$ cat config.mk
export PLATFORM = sky130hd
export DESIGN_NAME = spi_byte_master
export DESIGN_NICKNAME = d
export VERILOG_FILES = /design/src/rtl/spibm_pkg.sv /design/src/rtl/spibm_regs.sv /design/src/rtl/spibm_sckgen.sv /design/src/rtl/spibm_shift.sv /design/src/rtl/spi_byte_master.sv
export SDC_FILE = /design/constraint.sdc
export NUM_CORES = 1
export LEC_CHECK = 0
export BUFFER_PORTS_ARGS = -buffer_cell sky130_fd_sc_hd__buf_4
export CORE_AREA = 4 4 94 87
export CTS_CLUSTER_DIAMETER = 150
export DETAILED_ROUTE_END_ITERATION = 6
export DIE_AREA = 0 0 98 91
export MAX_ROUTING_LAYER = met4
export PLACE_DENSITY_LB_ADDON = 0.2
export SYNTH_ARGS = -nofsm -noshare
export SYNTH_HDL_FRONTEND = slang
export SYNTH_SLANG_ARGS = --single-unit
$ cat constraint.sdc
create_clock -name clk -period 1.55 [get_ports clk]
set_input_delay 0.0775 -clock clk [delete_from_list [all_inputs] [get_ports clk]]
set_output_delay 0.0775 -clock clk [all_outputs]
set_load 0.01 [all_outputs]
$ cat src/rtl/spibm_pkg.sv
package spibm_pkg;
  localparam int BUS_W   = 32;
  localparam int PRESC_W = 3;

  // word indices (byte offset / 4)
  localparam int IDX_STAT = 0;
  localparam int IDX_CFG  = 4;
  localparam int IDX_CTL  = 5;
  localparam int IDX_DATA = 8;

  localparam int CFG_TXF_BIT = 4;
  localparam int CFG_RXF_BIT = 5;
  localparam int CFG_POL_BIT = 6;
  localparam int CFG_MSB_BIT = 8;

  localparam int CTL_CS_BIT = 0;
  localparam int CTL_RD_BIT = 1;
  localparam int CTL_WR_BIT = 2;

  typedef struct packed {
    logic               msb_first;
    logic               pol;
    logic               rx_fall;
    logic               tx_fall;
    logic [PRESC_W-1:0] presc;
  } cfg_t;

  function automatic logic [BUS_W-1:0] cfg_pack(input cfg_t c);
    logic [BUS_W-1:0] w;
    w                = '0;
    w[PRESC_W-1:0]   = c.presc;
    w[CFG_TXF_BIT]   = c.tx_fall;
    w[CFG_RXF_BIT]   = c.rx_fall;
    w[CFG_POL_BIT]   = c.pol;
    w[CFG_MSB_BIT]   = c.msb_first;
    return w;
  endfunction

  function automatic cfg_t cfg_unpack(input logic [BUS_W-1:0] w);
    cfg_t c;
    c.presc     = w[PRESC_W-1:0];
    c.tx_fall   = w[CFG_TXF_BIT];
    c.rx_fall   = w[CFG_RXF_BIT];
    c.pol       = w[CFG_POL_BIT];
    c.msb_first = w[CFG_MSB_BIT];
    return c;
  endfunction
endpackage

$ cat src/rtl/spibm_regs.sv
module spibm_regs
  import spibm_pkg::*;
#(
  parameter int ADDR_W = 6,
  parameter int BITS   = 8
) (
  input  logic              clk,
  input  logic              rst_n,
  input  logic              bus_en,
  input  logic              bus_we,
  input  logic [ADDR_W-1:0] bus_addr,
  input  logic [BUS_W-1:0]  bus_wdata,
  output logic [BUS_W-1:0]  bus_rdata,
  input  logic              busy,
  input  logic              rx_load,
  input  logic [BITS-1:0]   rx_byte,
  output cfg_t              cfg,
  output logic              cs_lvl,
  output logic [BITS-1:0]   data_byte,
  output logic              start,
  output logic              start_rd,
  output logic              op_rd
);
  localparam int IDX_W = ADDR_W - 2;

  logic [IDX_W-1:0] idx;
  logic             wr, hit_cfg, hit_ctl, hit_data;
  logic             wr_cfg, wr_ctl, wr_data;
  cfg_t             cfg_q, cfg_d;
  logic             cs_q, cs_d;
  logic [BITS-1:0]  data_q, data_d;
  logic             op_rd_q, op_rd_d;
  logic             unused_bits;

  assign unused_bits = ^{bus_addr[1:0], bus_wdata};

  always_comb begin
    idx      = bus_addr[ADDR_W-1:2];
    wr       = bus_en & bus_we;
    hit_cfg  = (idx == IDX_W'(IDX_CFG));
    hit_ctl  = (idx == IDX_W'(IDX_CTL));
    hit_data = (idx == IDX_W'(IDX_DATA));
    wr_cfg   = wr & hit_cfg & ~busy;
    wr_data  = wr & hit_data & ~busy;
    wr_ctl   = wr & hit_ctl;
    start    = wr_ctl & ~busy & (bus_wdata[CTL_WR_BIT] | bus_wdata[CTL_RD_BIT]);
    start_rd = ~bus_wdata[CTL_WR_BIT] & bus_wdata[CTL_RD_BIT];
  end

  // next-state
  always_comb begin
    cfg_d   = cfg_q;
    cs_d    = cs_q;
    data_d  = data_q;
    op_rd_d = op_rd_q;
    if (wr_cfg)  cfg_d = cfg_unpack(bus_wdata);
    if (wr_ctl)  cs_d  = bus_wdata[CTL_CS_BIT];
    if (start)   op_rd_d = start_rd;
    if (rx_load)      data_d = rx_byte;
    else if (wr_data) data_d = bus_wdata[BITS-1:0];
  end

  always_ff @(posedge clk or negedge rst_n) begin
    if (!rst_n) begin
      cfg_q   <= '0;
      cs_q    <= 1'b1;
      data_q  <= '0;
      op_rd_q <= 1'b0;
    end else begin
      cfg_q   <= cfg_d;
      cs_q    <= cs_d;
      data_q  <= data_d;
      op_rd_q <= op_rd_d;
    end
  end

  always_comb begin
    bus_rdata = '0;
    case (idx)
      IDX_W'(IDX_STAT): bus_rdata[0] = busy;
      IDX_W'(IDX_CFG):  bus_rdata = cfg_pack(cfg_q);
      IDX_W'(IDX_CTL):  bus_rdata[CTL_CS_BIT] = cs_q;
      IDX_W'(IDX_DATA): bus_rdata = BUS_W'(data_q);
      default:          bus_rdata = '0;
    endcase
  end

  assign cfg       = cfg_q;
  assign cs_lvl    = cs_q;
  assign data_byte = data_q;
  assign op_rd     = op_rd_q;
endmodule

$ cat src/rtl/spibm_sckgen.sv
module spibm_sckgen
  import spibm_pkg::*;
#(
  parameter int BITS      = 8,
  parameter int MAX_PRESC = 6
) (
  input  logic               clk,
  input  logic               rst_n,
  input  logic               start,
  input  logic [PRESC_W-1:0] presc,
  output logic               busy,
  output logic               tog,
  output logic               edge_now,
  output logic               first_edge,
  output logic               last_edge
);
  localparam int EDGES  = 2 * BITS;
  localparam int ECNT_W = $clog2(EDGES);
  localparam int DIV_W  = (MAX_PRESC > 0) ? MAX_PRESC : 1;

  logic               busy_q, busy_d;
  logic               tog_q, tog_d;
  logic [ECNT_W-1:0]  ecnt_q, ecnt_d;
  logic [DIV_W-1:0]   div_q, div_d, half_m1;
  logic [PRESC_W-1:0] presc_eff;

  always_comb begin
    presc_eff  = (presc > PRESC_W'(MAX_PRESC)) ? PRESC_W'(MAX_PRESC) : presc;
    half_m1    = DIV_W'((1 << presc_eff) - 1);
    edge_now   = busy_q & (div_q == half_m1);
    first_edge = edge_now & (ecnt_q == '0);
    last_edge  = edge_now & (ecnt_q == ECNT_W'(EDGES - 1));
  end

  // next-state
  always_comb begin
    busy_d = busy_q;
    tog_d  = tog_q;
    ecnt_d = ecnt_q;
    div_d  = div_q;
    if (start) begin
      busy_d = 1'b1;
      tog_d  = 1'b0;
      ecnt_d = '0;
      div_d  = '0;
    end else if (busy_q) begin
      if (edge_now) begin
        div_d  = '0;
        tog_d  = ~tog_q;
        ecnt_d = ecnt_q + 1'b1;
        if (last_edge) busy_d = 1'b0;
      end else begin
        div_d = div_q + 1'b1;
      end
    end
  end

  always_ff @(posedge clk or negedge rst_n) begin
    if (!rst_n) begin
      busy_q <= 1'b0;
      tog_q  <= 1'b0;
      ecnt_q <= '0;
      div_q  <= '0;
    end else begin
      busy_q <= busy_d;
      tog_q  <= tog_d;
      ecnt_q <= ecnt_d;
      div_q  <= div_d;
    end
  end

  assign busy = busy_q;
  assign tog  = tog_q;
endmodule

$ cat src/rtl/spibm_shift.sv
module spibm_shift #(
  parameter int BITS = 8
) (
  input  logic            clk,
  input  logic            rst_n,
  input  logic            start,
  input  logic [BITS-1:0] tx_byte,
  input  logic            msb_first,
  input  logic            tx_fall,
  input  logic            rx_fall,
  input  logic            pol,
  input  logic            tog,
  input  logic            edge_now,
  input  logic            first_edge,
  input  logic            last_edge,
  input  logic            miso,
  output logic            mosi,
  output logic [BITS-1:0] rx_byte
);
  logic [BITS-1:0] tx_q, tx_d, rx_q, rx_d, rx_next;
  logic            sck_rise, tx_edge, rx_edge, tx_adv;

  always_comb begin
    // sck is currently low when pol ^ tog == 0, so this edge rises
    sck_rise = ~(pol ^ tog);
    tx_edge  = edge_now & (sck_rise ? ~tx_fall : tx_fall);
    rx_edge  = edge_now & (sck_rise ? ~rx_fall : rx_fall);
    tx_adv   = tx_edge & ~first_edge & ~last_edge;

    rx_next = rx_q;
    if (rx_edge) begin
      if (msb_first) rx_next = {rx_q[BITS-2:0], miso};
      else           rx_next = {miso, rx_q[BITS-1:1]};
    end
    rx_d = start ? '0 : rx_next;

    tx_d = tx_q;
    if (start) begin
      tx_d = tx_byte;
    end else if (tx_adv) begin
      if (msb_first) tx_d = {tx_q[BITS-2:0], 1'b0};
      else           tx_d = {1'b0, tx_q[BITS-1:1]};
    end
  end

  always_ff @(posedge clk or negedge rst_n) begin
    if (!rst_n) begin
      tx_q <= '0;
      rx_q <= '0;
    end else begin
      tx_q <= tx_d;
      rx_q <= rx_d;
    end
  end

  assign mosi    = msb_first ? tx_q[BITS-1] : tx_q[0];
  assign rx_byte = rx_next;
endmodule

$ cat src/rtl/spi_byte_master.sv
module spi_byte_master
  import spibm_pkg::*;
#(
  parameter int ADDR_W      = 6,
  parameter int BITS        = 8,
  parameter int MAX_PRESC   = 6,
  parameter int SYNC_STAGES = 2
) (
  input  logic              clk,
  input  logic              rst_n,
  input  logic              bus_en,
  input  logic              bus_we,
  input  logic [ADDR_W-1:0] bus_addr,
  input  logic [31:0]       bus_wdata,
  output logic [31:0]       bus_rdata,
  output logic              sck_o,
  output logic              mosi_o,
  input  logic              miso_i,
  output logic              cs_o
);
  logic [SYNC_STAGES-1:0] rst_pipe;
  logic                   rst_sync_n;

  always_ff @(posedge clk or negedge rst_n) begin
    if (!rst_n) rst_pipe <= '0;
    else        rst_pipe <= {rst_pipe[SYNC_STAGES-2:0], 1'b1};
  end
  assign rst_sync_n = rst_pipe[SYNC_STAGES-1];

  cfg_t            cfg_q;
  logic            busy_w, tog_w, edge_w, first_w, last_w;
  logic            start_w, start_rd_w, op_rd_w, rx_load_w;
  logic [BITS-1:0] data_w, rx_byte_w;
  logic            cfg_pol_w;
  logic [31:0]     cfg_word_w;

  spibm_regs #(.ADDR_W(ADDR_W), .BITS(BITS)) u_regs (
    .clk(clk), .rst_n(rst_sync_n),
    .bus_en(bus_en), .bus_we(bus_we), .bus_addr(bus_addr),
    .bus_wdata(bus_wdata), .bus_rdata(bus_rdata),
    .busy(busy_w), .rx_load(rx_load_w), .rx_byte(rx_byte_w),
    .cfg(cfg_q), .cs_lvl(cs_o), .data_byte(data_w),
    .start(start_w), .start_rd(start_rd_w), .op_rd(op_rd_w)
  );

  spibm_sckgen #(.BITS(BITS), .MAX_PRESC(MAX_PRESC)) u_sck (
    .clk(clk), .rst_n(rst_sync_n), .start(start_w), .presc(cfg_q.presc),
    .busy(busy_w), .tog(tog_w), .edge_now(edge_w),
    .first_edge(first_w), .last_edge(last_w)
  );

  spibm_shift #(.BITS(BITS)) u_shift (
    .clk(clk), .rst_n(rst_sync_n), .start(start_w), .tx_byte(data_w),
    .msb_first(cfg_q.msb_first), .tx_fall(cfg_q.tx_fall),
    .rx_fall(cfg_q.rx_fall), .pol(cfg_q.pol), .tog(tog_w),
    .edge_now(edge_w), .first_edge(first_w), .last_edge(last_w),
    .miso(miso_i), .mosi(mosi_o), .rx_byte(rx_byte_w)
  );

  assign rx_load_w  = last_w & op_rd_w;
  assign sck_o      = cfg_q.pol ^ tog_w;
  assign cfg_pol_w  = cfg_q.pol;
  assign cfg_word_w = cfg_pack(cfg_q);
endmodule

==> results.ini <==
[final_layout]
drive_gt1_frac = 0.406
area_growth_pct = 33.2
nFillCells = 649
final_util = 0.533
nets = 397
layout_commonest_cell = buf_4
final_cell_mix = 66 x buf_4, 43 x dfrtp_1, 31 x nor2_1
antenna_cells = 0

[pwr]
seq_power_share = 0.372
leakage_nw = 1.61
pwr-share-comb = 0.497
power.density_mw_per_mm2 = 1550
power.internal_mw = 3.60
ir_worst_vdd_mv = 0.698
switchingPower_mw = 2.24
p_clk_frac = 0.131
switching_share = 0.384

[global_routing]
grt_start_max_net_pins = 29
grt_pass1_vias = 2233
grt_usage = 0.165
antenna_found_initial = 0
grt_first_pass_wirelength_um = 11500
overflow = 0

[flow_run]
cap_violations = 0

[worst_setup_path]
start_kind = flip-flop
end_kind = flip-flop
crit_type = reg2reg
path_max_fanout = 8
cp_data_arrival_time_ns = 2.21
critPathMaxStageDelay_ns = 0.43
crit_buf_inv = 2
slowest_stage = dfrtp_1
cp_top_family = compound AO/OA/AOI/OAI gates
path_cells = buf_6 > and4_1 > o31a_1 > o21a_4 > o211ai_4 > buf_12 > mux2i_4 > mux2i_1
crit_required_ns = 1.75

[synth]
ys_ff_latch = 47
synthFlopType = dfrtp_1
synth_area_mm2 = 0.00283
netlist_instances = 273
synth_warnings = 0
seq_area_frac_synth = 0.416
synth_edf_count = 0
avgSynthCellArea_um2 = 10.4
synthArstFlopShare = 1.00
ys_types = 51

[routing]
num_vias = 2211
highest_layer = met4
firstDrtPassIters = 4
wire_per_inst_um = 15.8
route.detailed.drc = 0
routed_wl_um = 7040
via_per_inst = 4.97
drtIter0Drc = 78
wl_met2_um = 3310
ant_nets = 0
dr_wl_met3_um = 311
drt-met1-wl_um = 3360

[timing]
max_freq_mhz = 498
timing.final.ws_setup_ns = -0.460
fin_crit_ns = 2.01
setup_violations = 36
finalCritPeriodShare = 1.30
holdWs_ns = 0.0108
tightest_slew_ns = 0.513
rsz0062_at_grt = yes
final.setup_skew_ns = 0.00731
slew_headroom = 0.656
drv_slew = 0
finalHoldViolations = 0
setup_tns_ns = -13.32

[placement]
dp_hpwl_um = 5170
port_buffers = 29
place.gp.congestion = 0.860

[cts]
clk_pin_slew_ns = 0.09
htree_num_levels = 2
ctsRootBufferMaster = clkbuf_8
clock-sinks = 47
cts_tree = yes
insertion_delay_ns = 0.31
cts_buffer_depth = 2
cts_buffers = 5

[floorplan]
start_util = 0.400
rows = 29
die_width_um = 98
io_pins = 78
dieArea_mm2 = 0.00892
die_height_um = 91
core_region_area_mm2 = 0.00708

[run_status]
violations = setup timing
status = finished, violations left

[min_path]
hp-class = in2reg

## cells in the mapped netlist (4+ instances only)
master    count  area [µm²]
xnor2_1       4        35.0
nand2_1      17        63.8
nand3_1       5        25.0
a21oi_1       5        25.0
xor2_1        7        61.3
nand2b_1      4        25.0
o21ai_1       7        35.0
clkbuf_1      6        22.5
mux2i_1      32         320
buf_4        23         173
inv_1         4        15.0
nor2_1       32         120
o21ai_0       4        20.0
a22oi_1       5        37.5
dfrtp_1      46        1150
mux2_2       23         259
## flip-flops by register name (all words and copies together) (netlist names)
| signal | count |
|---|---|
| rst_pipe | 2 |
| u_sck.ecnt_q | 4 |
| u_regs.cfg | 7 |
| u_regs.data_byte | 8 |
| u_shift.rx_q | 8 |
| u_sck.tog | 1 |
| u_sck.div_q | 6 |
| u_regs.cs_lvl | 1 |
| u_regs.op_rd | 1 |
| u_shift.tx_q | 8 |
| u_sck.busy | 1 |
## power by group through the flow
stage / clock, mW / combinational (mW) / sequential [mW]
detailed placement: 0 / 2.47 / 2.14
floorplan: 0 / 1.62 / 2.02
finish: 0.763 / 2.90 / 2.17
global route: 0.827 / 3.16 / 2.24
CTS: 0.787 / 2.62 / 2.15
global placement: 0 / 2.44 / 2.13
## final timing paths
check / from / end / slack, ns / cells past startpoint
hold reg to reg: rst_pipe[1] / u_shift.tx_q[5] / 0.23 / 1
setup / recovery: u_regs.cfg[1] / u_regs.data_byte[0] / -0.46 / 8
min in group asynchronous: rst_n / rst_pipe[1] / 0.07 / 2
hold / removal: bus_wdata[6] / u_regs.cfg[5] / 0.01 / 2
setup reg to reg: u_regs.cfg[1] / u_regs.data_byte[0] / -0.46 / 8
max in group asynchronous: rst_pipe[1] / u_regs.cfg[2] / 0.96 / 1
## layer usage
metal  global-route usage  up-vias
met5                    -        -
met4               0.0473        0
met3               0.0268        7
met2                0.256       60
met1                0.224     1083
li1                     -     1061
## per-stage QoR
step	instance area [µm²]	std cells	worst slack, ns	power (mW)
2_1_floorplan	2920	295	-0.534	3.64
3_3_place_gp	3420	427	-0.430	4.57
3_5_place_dp	3420	427	-0.470	4.61
4_1_cts	3640	441	-0.450	5.56
5_1_grt	3770	445	-0.551	6.23
6_report	3770	445	-0.460	5.84
## timing repair
| item | CTS | global route |
|---|---|---|
| pin swaps | 4 | 12 |
| gates resized for setup | 16 | 20 |
| buffers inserted | 2 | 4 |
| hold buffers | 5 | 0 |
| cloned | 0 | 0 |
| hold endpoints to repair | 6 | 0 |
| endpoints found under the setup margin | 37 | 38 |
## layout make-up
class | instances | area (µm²) | area share
Multi-Input combinational cell | 211 | 1660 | 0.440
Timing Repair Buffer | 82 | 713 | 0.189
Clock inverter | 2 | 12.5 | 0.00332
Tap cell | 93 | 116 | 0.0309
Inverter | 4 | 15.0 | 0.00398
Sequential cell | 47 | 1180 | 0.313
Clock buffer | 6 | 72.6 | 0.0192
## cell families (layout without fill, tap and decap cells)
logic type	Yosys count	in the layout	synth area share
adders and majority gates	3	3	0.0133
DFF	47	47	0.416
and+or+nand+nor	81	81	0.149
AOI/OAI and AO/OA	37	37	0.0981
muxes	55	55	0.205
other	2	24	0.00265
buffers and inverters	37	94	0.0827
xor gates and xnor gates	11	11	0.0340
No activity file was read; power rests on OpenSTA's default activity.
